==> src/rtl/cal_word_counter.sv <==
module cal_word_counter #(
  parameter logic [31:0] RST_TIME = 32'h021E_0000,
  parameter logic [15:0] RST_YEAR = 16'h2000
) (
  input  logic        clk,
  input  logic        rst_n,
  input  logic        tick,
  input  logic        year_wr,
  input  logic [15:0] year_wdata,
  input  logic        time_wr,
  input  logic [31:0] time_wdata,
  input  logic [31:0] match_time,
  input  logic [15:0] match_year,
  output logic [31:0] time_word,
  output logic [15:0] year_word,
  output logic        alarm
);
  localparam int DIGITS = 4;

  logic [31:0] tq;
  logic [15:0] yq, ystage;

  wire [5:0] sec = tq[5:0];
  wire [5:0] mnt = tq[11:6];
  wire [4:0] hr  = tq[16:12];
  wire [2:0] wd  = tq[19:17];
  wire [4:0] md  = tq[24:20];
  wire [4:0] mo  = tq[29:25];

  wire [6:0] yr_lo = 7'(yq[7:4] * 4'd10) + 7'(yq[3:0]);
  wire [6:0] yr_hi = 7'(yq[15:12] * 4'd10) + 7'(yq[11:8]);
  wire leap = (yr_lo != 7'd0) ? (yr_lo[1:0] == 2'b00) : (yr_hi[1:0] == 2'b00);

  logic [4:0] mlen;
  always_comb begin
    case (mo)
      5'd2: mlen = leap ? 5'd29 : 5'd28;
      5'd4, 5'd6, 5'd9, 5'd11: mlen = 5'd30;
      default: mlen = 5'd31;
    endcase
  end

  wire sec_end = sec >= 6'd59;
  wire min_end = mnt >= 6'd59;
  wire hr_end  = hr >= 5'd23;
  wire day_end = md >= mlen;
  wire mon_end = mo >= 5'd12;

  wire c_min = sec_end;
  wire c_hr  = c_min & min_end;
  wire c_day = c_hr & hr_end;
  wire c_mon = c_day & day_end;
  wire c_yr  = c_mon & mon_end;

  wire [5:0] n_sec = sec_end ? 6'd0 : sec + 6'd1;
  wire [5:0] n_min = c_min ? (min_end ? 6'd0 : mnt + 6'd1) : mnt;
  wire [4:0] n_hr  = c_hr ? (hr_end ? 5'd0 : hr + 5'd1) : hr;
  wire [2:0] n_wd  = c_day ? ((wd >= 3'd7) ? 3'd1 : wd + 3'd1) : wd;
  wire [4:0] n_md  = c_day ? (day_end ? 5'd1 : md + 5'd1) : md;
  wire [4:0] n_mo  = c_mon ? (mon_end ? 5'd1 : mo + 5'd1) : mo;

  logic [DIGITS:0] dcarry;
  logic [15:0]     n_yr;
  assign dcarry[0] = c_yr;
  for (genvar i = 0; i < DIGITS; i++) begin : g_bcd
    wire [3:0] d = yq[4*i +: 4];
    wire       top = d >= 4'd9;
    assign n_yr[4*i +: 4] = dcarry[i] ? (top ? 4'd0 : d + 4'd1) : d;
    assign dcarry[i+1]    = dcarry[i] & top;
  end

  always_ff @(posedge clk) begin
    if (!rst_n) begin
      tq     <= RST_TIME;
      yq     <= RST_YEAR;
      ystage <= RST_YEAR;
    end else begin
      if (year_wr) ystage <= year_wdata;
      if (time_wr) begin
        tq <= {2'b00, time_wdata[29:0]};
        yq <= ystage;
      end else if (tick) begin
        tq <= {2'b00, n_mo, n_md, n_wd, n_hr, n_min, n_sec};
        yq <= n_yr;
      end
    end
  end

  assign time_word = tq;
  assign year_word = yq;
  assign alarm     = (tq == match_time) && (yq == match_year);

  assert_hold_idle_R4: assert property (@(posedge clk) disable iff (!rst_n)
    (!tick && !time_wr) |=> ($stable(time_word) && $stable(year_word)));

  assert_sec_step_R3: assert property (@(posedge clk) disable iff (!rst_n)
    (tick && !time_wr && time_word[5:0] < 6'd59) |=> (time_word[5:0] == $past(time_word[5:0]) + 6'd1));

  assert_load_time_R9: assert property (@(posedge clk) disable iff (!rst_n)
    time_wr |=> (time_word == {2'b00, $past(time_wdata[29:0])}));

  assert_year_only_at_wrap_R8: assert property (@(posedge clk) disable iff (!rst_n)
    (tick && !time_wr && !c_yr) |=> $stable(year_word));

  assert_wday_wrap_R7: assert property (@(posedge clk) disable iff (!rst_n)
    (tick && !time_wr && c_day && time_word[19:17] == 3'd7) |=> (time_word[19:17] == 3'd1));

  assert_top_bits_zero_R2: assert property (@(posedge clk) disable iff (!rst_n)
    time_word[31:30] == 2'b00);
endmodule

==> config.mk <==
export PLATFORM = sky130hd
export DESIGN_NAME = cal_word_counter
export DESIGN_NICKNAME = d
export VERILOG_FILES = /design/src/rtl/cal_word_counter.sv
export SDC_FILE = /design/constraint.sdc
export NUM_CORES = 1
export LEC_CHECK = 0
export CORE_ASPECT_RATIO = 1.4
export CORE_UTILIZATION = 40
export DETAILED_ROUTE_END_ITERATION = 16
export PLACE_DENSITY = 0.71
export SETUP_SLACK_MARGIN = 0.2
export SKIP_LAST_GASP = 1
export SYNTH_ARGS = -nofsm -noshare
export SYNTH_HDL_FRONTEND = slang
export SYNTH_SLANG_ARGS = --single-unit
==> constraint.sdc <==
create_clock -name clk -period 4.7 [get_ports clk]
set_input_delay 1.175 -clock clk [delete_from_list [all_inputs] [get_ports clk]]
set_output_delay 1.175 -clock clk [all_outputs]
set_load 0.03 [all_outputs]
==> metrics <==
share of cells above drive strength 1=7.346%; area occupied by registers=1242 um^2; maximum fanout along the worst path=1; final setup TNS=0 ns; Boundary Pins=150; RR Startpoint=year_word[6]; number of DRC markers in iteration 0=172; leakage component of the power=2.530 nW; number of CTS-inserted buffers=9; worst-case vdd ir drop=0.1610 mV; fill cell instance count of the final layout=1007; CTS hold repair buffers=0; antenna cell count=0; CTS tree=built; Async SR Flop Fraction=0%; maximum single-stage delay on the critical path=0.45 ns; CP Launch Type=input pin; vias per inst=5.681; area of the core=10810 um^2; synthesized area=4443 um^2; CP delay by family, top=simple AND/OR/NAND/NOR gates; utilization after layout=58.07%; cell occurring most often along the worst timing path=sky130_fd_sc_hd__nor4_1; synthesis-stage register bit count=62; data required time of the critical path=3.52 ns; Min-Delay Path Class=reg2reg; category of the worst setup path capture point=primary output; detailed-route wire length per cell=18.24 um; aggregate global-route resource usage=26.06%; wire length of the first global-routing pass=23280 um; worst-case headroom to the max-slew limit=37.12%; cts repair resizes=2; CTS sink count=62; Die Ht=126.7 um; capture point of the worst path=alarm; placed standard-cell area=5996 um^2; total routed wirelength=14740 um; buffers from clock root to sink, at most=2; number of setup violations in the final report=0; Worst Path Buf+Inv=2; via count=4590; Overflow after GRT=0; Layout Skew=0.005368 ns; count of max-cap constraint violations=0; clock-pin slew reported for the worst setup and hold paths after clock tree synthesis=0.05 ns; final hold vios=0; remaining antenna violation count after routing=0; Synth cell types=73; top achievable clock speed=230.4 MHz; setup slack of the most critical reg-to-reg path=0.40 ns; share of the cycle needed by the critical path after routing=92.36%; Ys Warns=0; worst slew pin tran=0.9402 ns; Critical-path top delay cell=sky130_fd_sc_hd__nor4_1; count of TritonRoute iterations in the first routing pass=4; clock root buffer=sky130_fd_sc_hd__clkbuf_16; status=completed; Initial Utilization=41.10%; layout overhead on the synthesized area=41.28%; Die Wd=91.07 um; area occupied by multi-input gates=2964 um^2; insertion delay to the later sink of the worst-skew pair=0.33 ns; type of the setup path with the least slack=in2out; cells traversed along the worst timing path=clkdlybuf4s50_1 > xor2_1 > nor4_1 > nand4_1 > nor4_1 > dlygate4sd2_1; post-layout min period=4.341 ns; post-layout worst setup margin=0.3592 ns; per-instance average area after synthesis=8.399 um^2; count of flip-flops with a built-in enable after synthesis=0; start point of the critical path=match_year[11]; Critical Path AT=3.17 ns; Post-DP HPWL=11350 um; count of buffers added by post-CTS timing repair for setup=0; power density over cell area=254.5 nW/um^2; count of H-tree levels built during CTS=3; pin count of the biggest net entering global routing=39; GPL Wtd Cong=0.8716; setup repair after global routing missed its margin=no; end of the worst register-to-register path=year_word[7]; area of all placed cells without fillers=6277 um^2; residual DRC count=0; r2r worst-path depth=14; most frequently used flop master after synthesis=sky130_fd_sc_hd__dfxtp_1; nets=795; worst setup slack before clock tree synthesis=-0.02722 ns; sequential share of the synthesized area=27.94%; Die Area=11540 um^2; number of global-route vias before repair=4674; port bufs=145; number of rows created at floorplan=45; post-synthesis cell count=529; Crit path depth=6; Final Max Slew Viols=0; number of antenna violations at the first check in global routing=0; total power=0.001598 W
placed cells by master, fill, tap and decap left out, types with 4 or more instances in the layout:
cell type                         netlist  layout
sky130_fd_sc_hd__inv_1                 22      22
sky130_fd_sc_hd__nand2b_1               4       4
sky130_fd_sc_hd__nor2_1                50      50
sky130_fd_sc_hd__a21oi_1               27      27
sky130_fd_sc_hd__a311o_1                4       4
sky130_fd_sc_hd__dfxtp_1               62      61
sky130_fd_sc_hd__o211ai_1               7       7
sky130_fd_sc_hd__nand3_1               17      17
sky130_fd_sc_hd__ha_1                  30      30
sky130_fd_sc_hd__nor3_1                13      13
sky130_fd_sc_hd__mux2i_1               20      20
sky130_fd_sc_hd__o21ai_0               31      31
sky130_fd_sc_hd__nand4_1                8       8
sky130_fd_sc_hd__o31ai_1                4       4
sky130_fd_sc_hd__nor4_1                16      15
sky130_fd_sc_hd__a31oi_1               14      14
sky130_fd_sc_hd__clkdlybuf4s50_1        0     143
sky130_fd_sc_hd__a211oi_1               6       6
sky130_fd_sc_hd__buf_4                  5       9
sky130_fd_sc_hd__clkbuf_16              0       9
sky130_fd_sc_hd__nand2_1               27      27
sky130_fd_sc_hd__and3_1                 7       7
sky130_fd_sc_hd__a21o_1                 4       4
sky130_fd_sc_hd__xor2_1                47      47
worst min path at each step:
| stage | startpoint | to | slack (ns) | cells past startpoint |
|---|---|---|---|---|
| global placement | ystage[8] | ystage[8] | 0.47 | 2 |
| detailed placement | ystage[8] | ystage[8] | 0.47 | 2 |
| CTS | ystage[8] | ystage[8] | 0.49 | 2 |
| floorplan | ystage[2] | year_word[2] | 0.43 | 2 |
| global route | ystage[5] | year_word[5] | 0.50 | 2 |
| finish | ystage[7] | year_word[7] | 0.47 | 2 |
cell families (layout without fill, tap and decap cells):
kind of cell | count (synthesis) | after routing | synth area share, %
muxes | 21 | 21 | 4.759
xor gates and xnor gates | 50 | 50 | 9.856
adders and majority gates | 33 | 33 | 9.575
AOI/OAI and AO/OA | 132 | 132 | 20.78
DFF | 62 | 62 | 27.94
buffers and inverters | 57 | 194 | 5.576
and+or+nand+nor | 173 | 173 | 21.43
other | 1 | 2 | 0.08440
routing by layer:
layer / track usage (%) / vias to the layer above / share of wire (%) / wire length (um)
met5: 0 / - / 0 / 0
met4: 14.85 / 0 / 4.1 / 597
met3: 4.616 / 36 / 4.8 / 701
met2: 47.50 / 144 / 53 / 7786
met1: 28.12 / 2198 / 38 / 5653
li1: - / 2212 / - / -
worst reg2reg max path, delay by kind of cell (launching register included):
family          cells  cell delay (ns)
simple gates        5             1.69
flops               1             0.47
xor+xnor            1             0.17
buf+inv             1             0.05
fa+ha+maj           4             1.01
compound gates      3             0.82
through the flow:
step	cells	hold slack [ns]
after floorplan	530	0.4312
after global placement	792	0.4665
after detailed placement	792	0.4737
after CTS	808	0.4872
after global routing	808	0.5022
final	808	0.4744
Yosys cell counts, types with 3 or more instances:
| master | n | area (um^2) |
|---|---|---|
| sky130_fd_sc_hd__nand4_1 | 8 | 50.05 |
| sky130_fd_sc_hd__xnor2_1 | 3 | 26.28 |
| sky130_fd_sc_hd__inv_1 | 22 | 82.58 |
| sky130_fd_sc_hd__a31oi_1 | 14 | 87.58 |
| sky130_fd_sc_hd__o31ai_1 | 4 | 30.03 |
| sky130_fd_sc_hd__o21ai_0 | 31 | 155.2 |
| sky130_fd_sc_hd__a21oi_1 | 27 | 135.1 |
| sky130_fd_sc_hd__nand4b_1 | 3 | 26.28 |
| sky130_fd_sc_hd__nand3_1 | 17 | 85.08 |
| sky130_fd_sc_hd__a22oi_1 | 3 | 22.52 |
| sky130_fd_sc_hd__o211ai_1 | 7 | 52.55 |
| sky130_fd_sc_hd__and2_1 | 3 | 18.77 |
| sky130_fd_sc_hd__dfxtp_1 | 62 | 1241 |
| sky130_fd_sc_hd__nor4_1 | 16 | 100.1 |
| sky130_fd_sc_hd__and3_1 | 7 | 43.79 |
| sky130_fd_sc_hd__o311ai_0 | 3 | 26.28 |
| sky130_fd_sc_hd__nor2_1 | 50 | 187.7 |
| sky130_fd_sc_hd__nand2b_1 | 4 | 25.02 |
| sky130_fd_sc_hd__a21o_1 | 4 | 30.03 |
| sky130_fd_sc_hd__clkbuf_1 | 22 | 82.58 |
| sky130_fd_sc_hd__xor2_1 | 47 | 411.6 |
| sky130_fd_sc_hd__buf_4 | 5 | 37.54 |
| sky130_fd_sc_hd__a221oi_1 | 3 | 26.28 |
| sky130_fd_sc_hd__buf_2 | 6 | 30.03 |
| sky130_fd_sc_hd__nor3_1 | 13 | 65.06 |
| sky130_fd_sc_hd__a211oi_1 | 6 | 45.04 |
| sky130_fd_sc_hd__mux2i_1 | 20 | 200.2 |
| sky130_fd_sc_hd__nand2_1 | 27 | 101.4 |
| sky130_fd_sc_hd__ha_1 | 30 | 375.4 |
| sky130_fd_sc_hd__a311o_1 | 4 | 40.04 |
sequential cells by signal, summed over array words and instances (netlist names):
register   count
ystage        16
time_word     30
year_word     16
cell type report:
class / instances / share of cell area, %
Multi-Input combinational cell: 411 / 47.22
Sequential cell: 62 / 19.79
Tap cell: 141 / 2.810
Timing Repair Buffer: 155 / 24.42
Inverter: 23 / 1.375
Clock inverter: 7 / 0.7973
Clock buffer: 9 / 3.588
power by group:
| part | switching, W | total (W) | leakage (nW) | internal [W] |
|---|---|---|---|---|
| Clock | 0.000252 | 0.000609 | 0.128 | 0.000357 |
| Combinational | 0.000189 | 0.000379 | 1.89 | 0.000191 |
| Sequential | 0.0000524 | 0.000610 | 0.512 | 0.000557 |
Note: power is estimated with default switching activity, not from simulation.
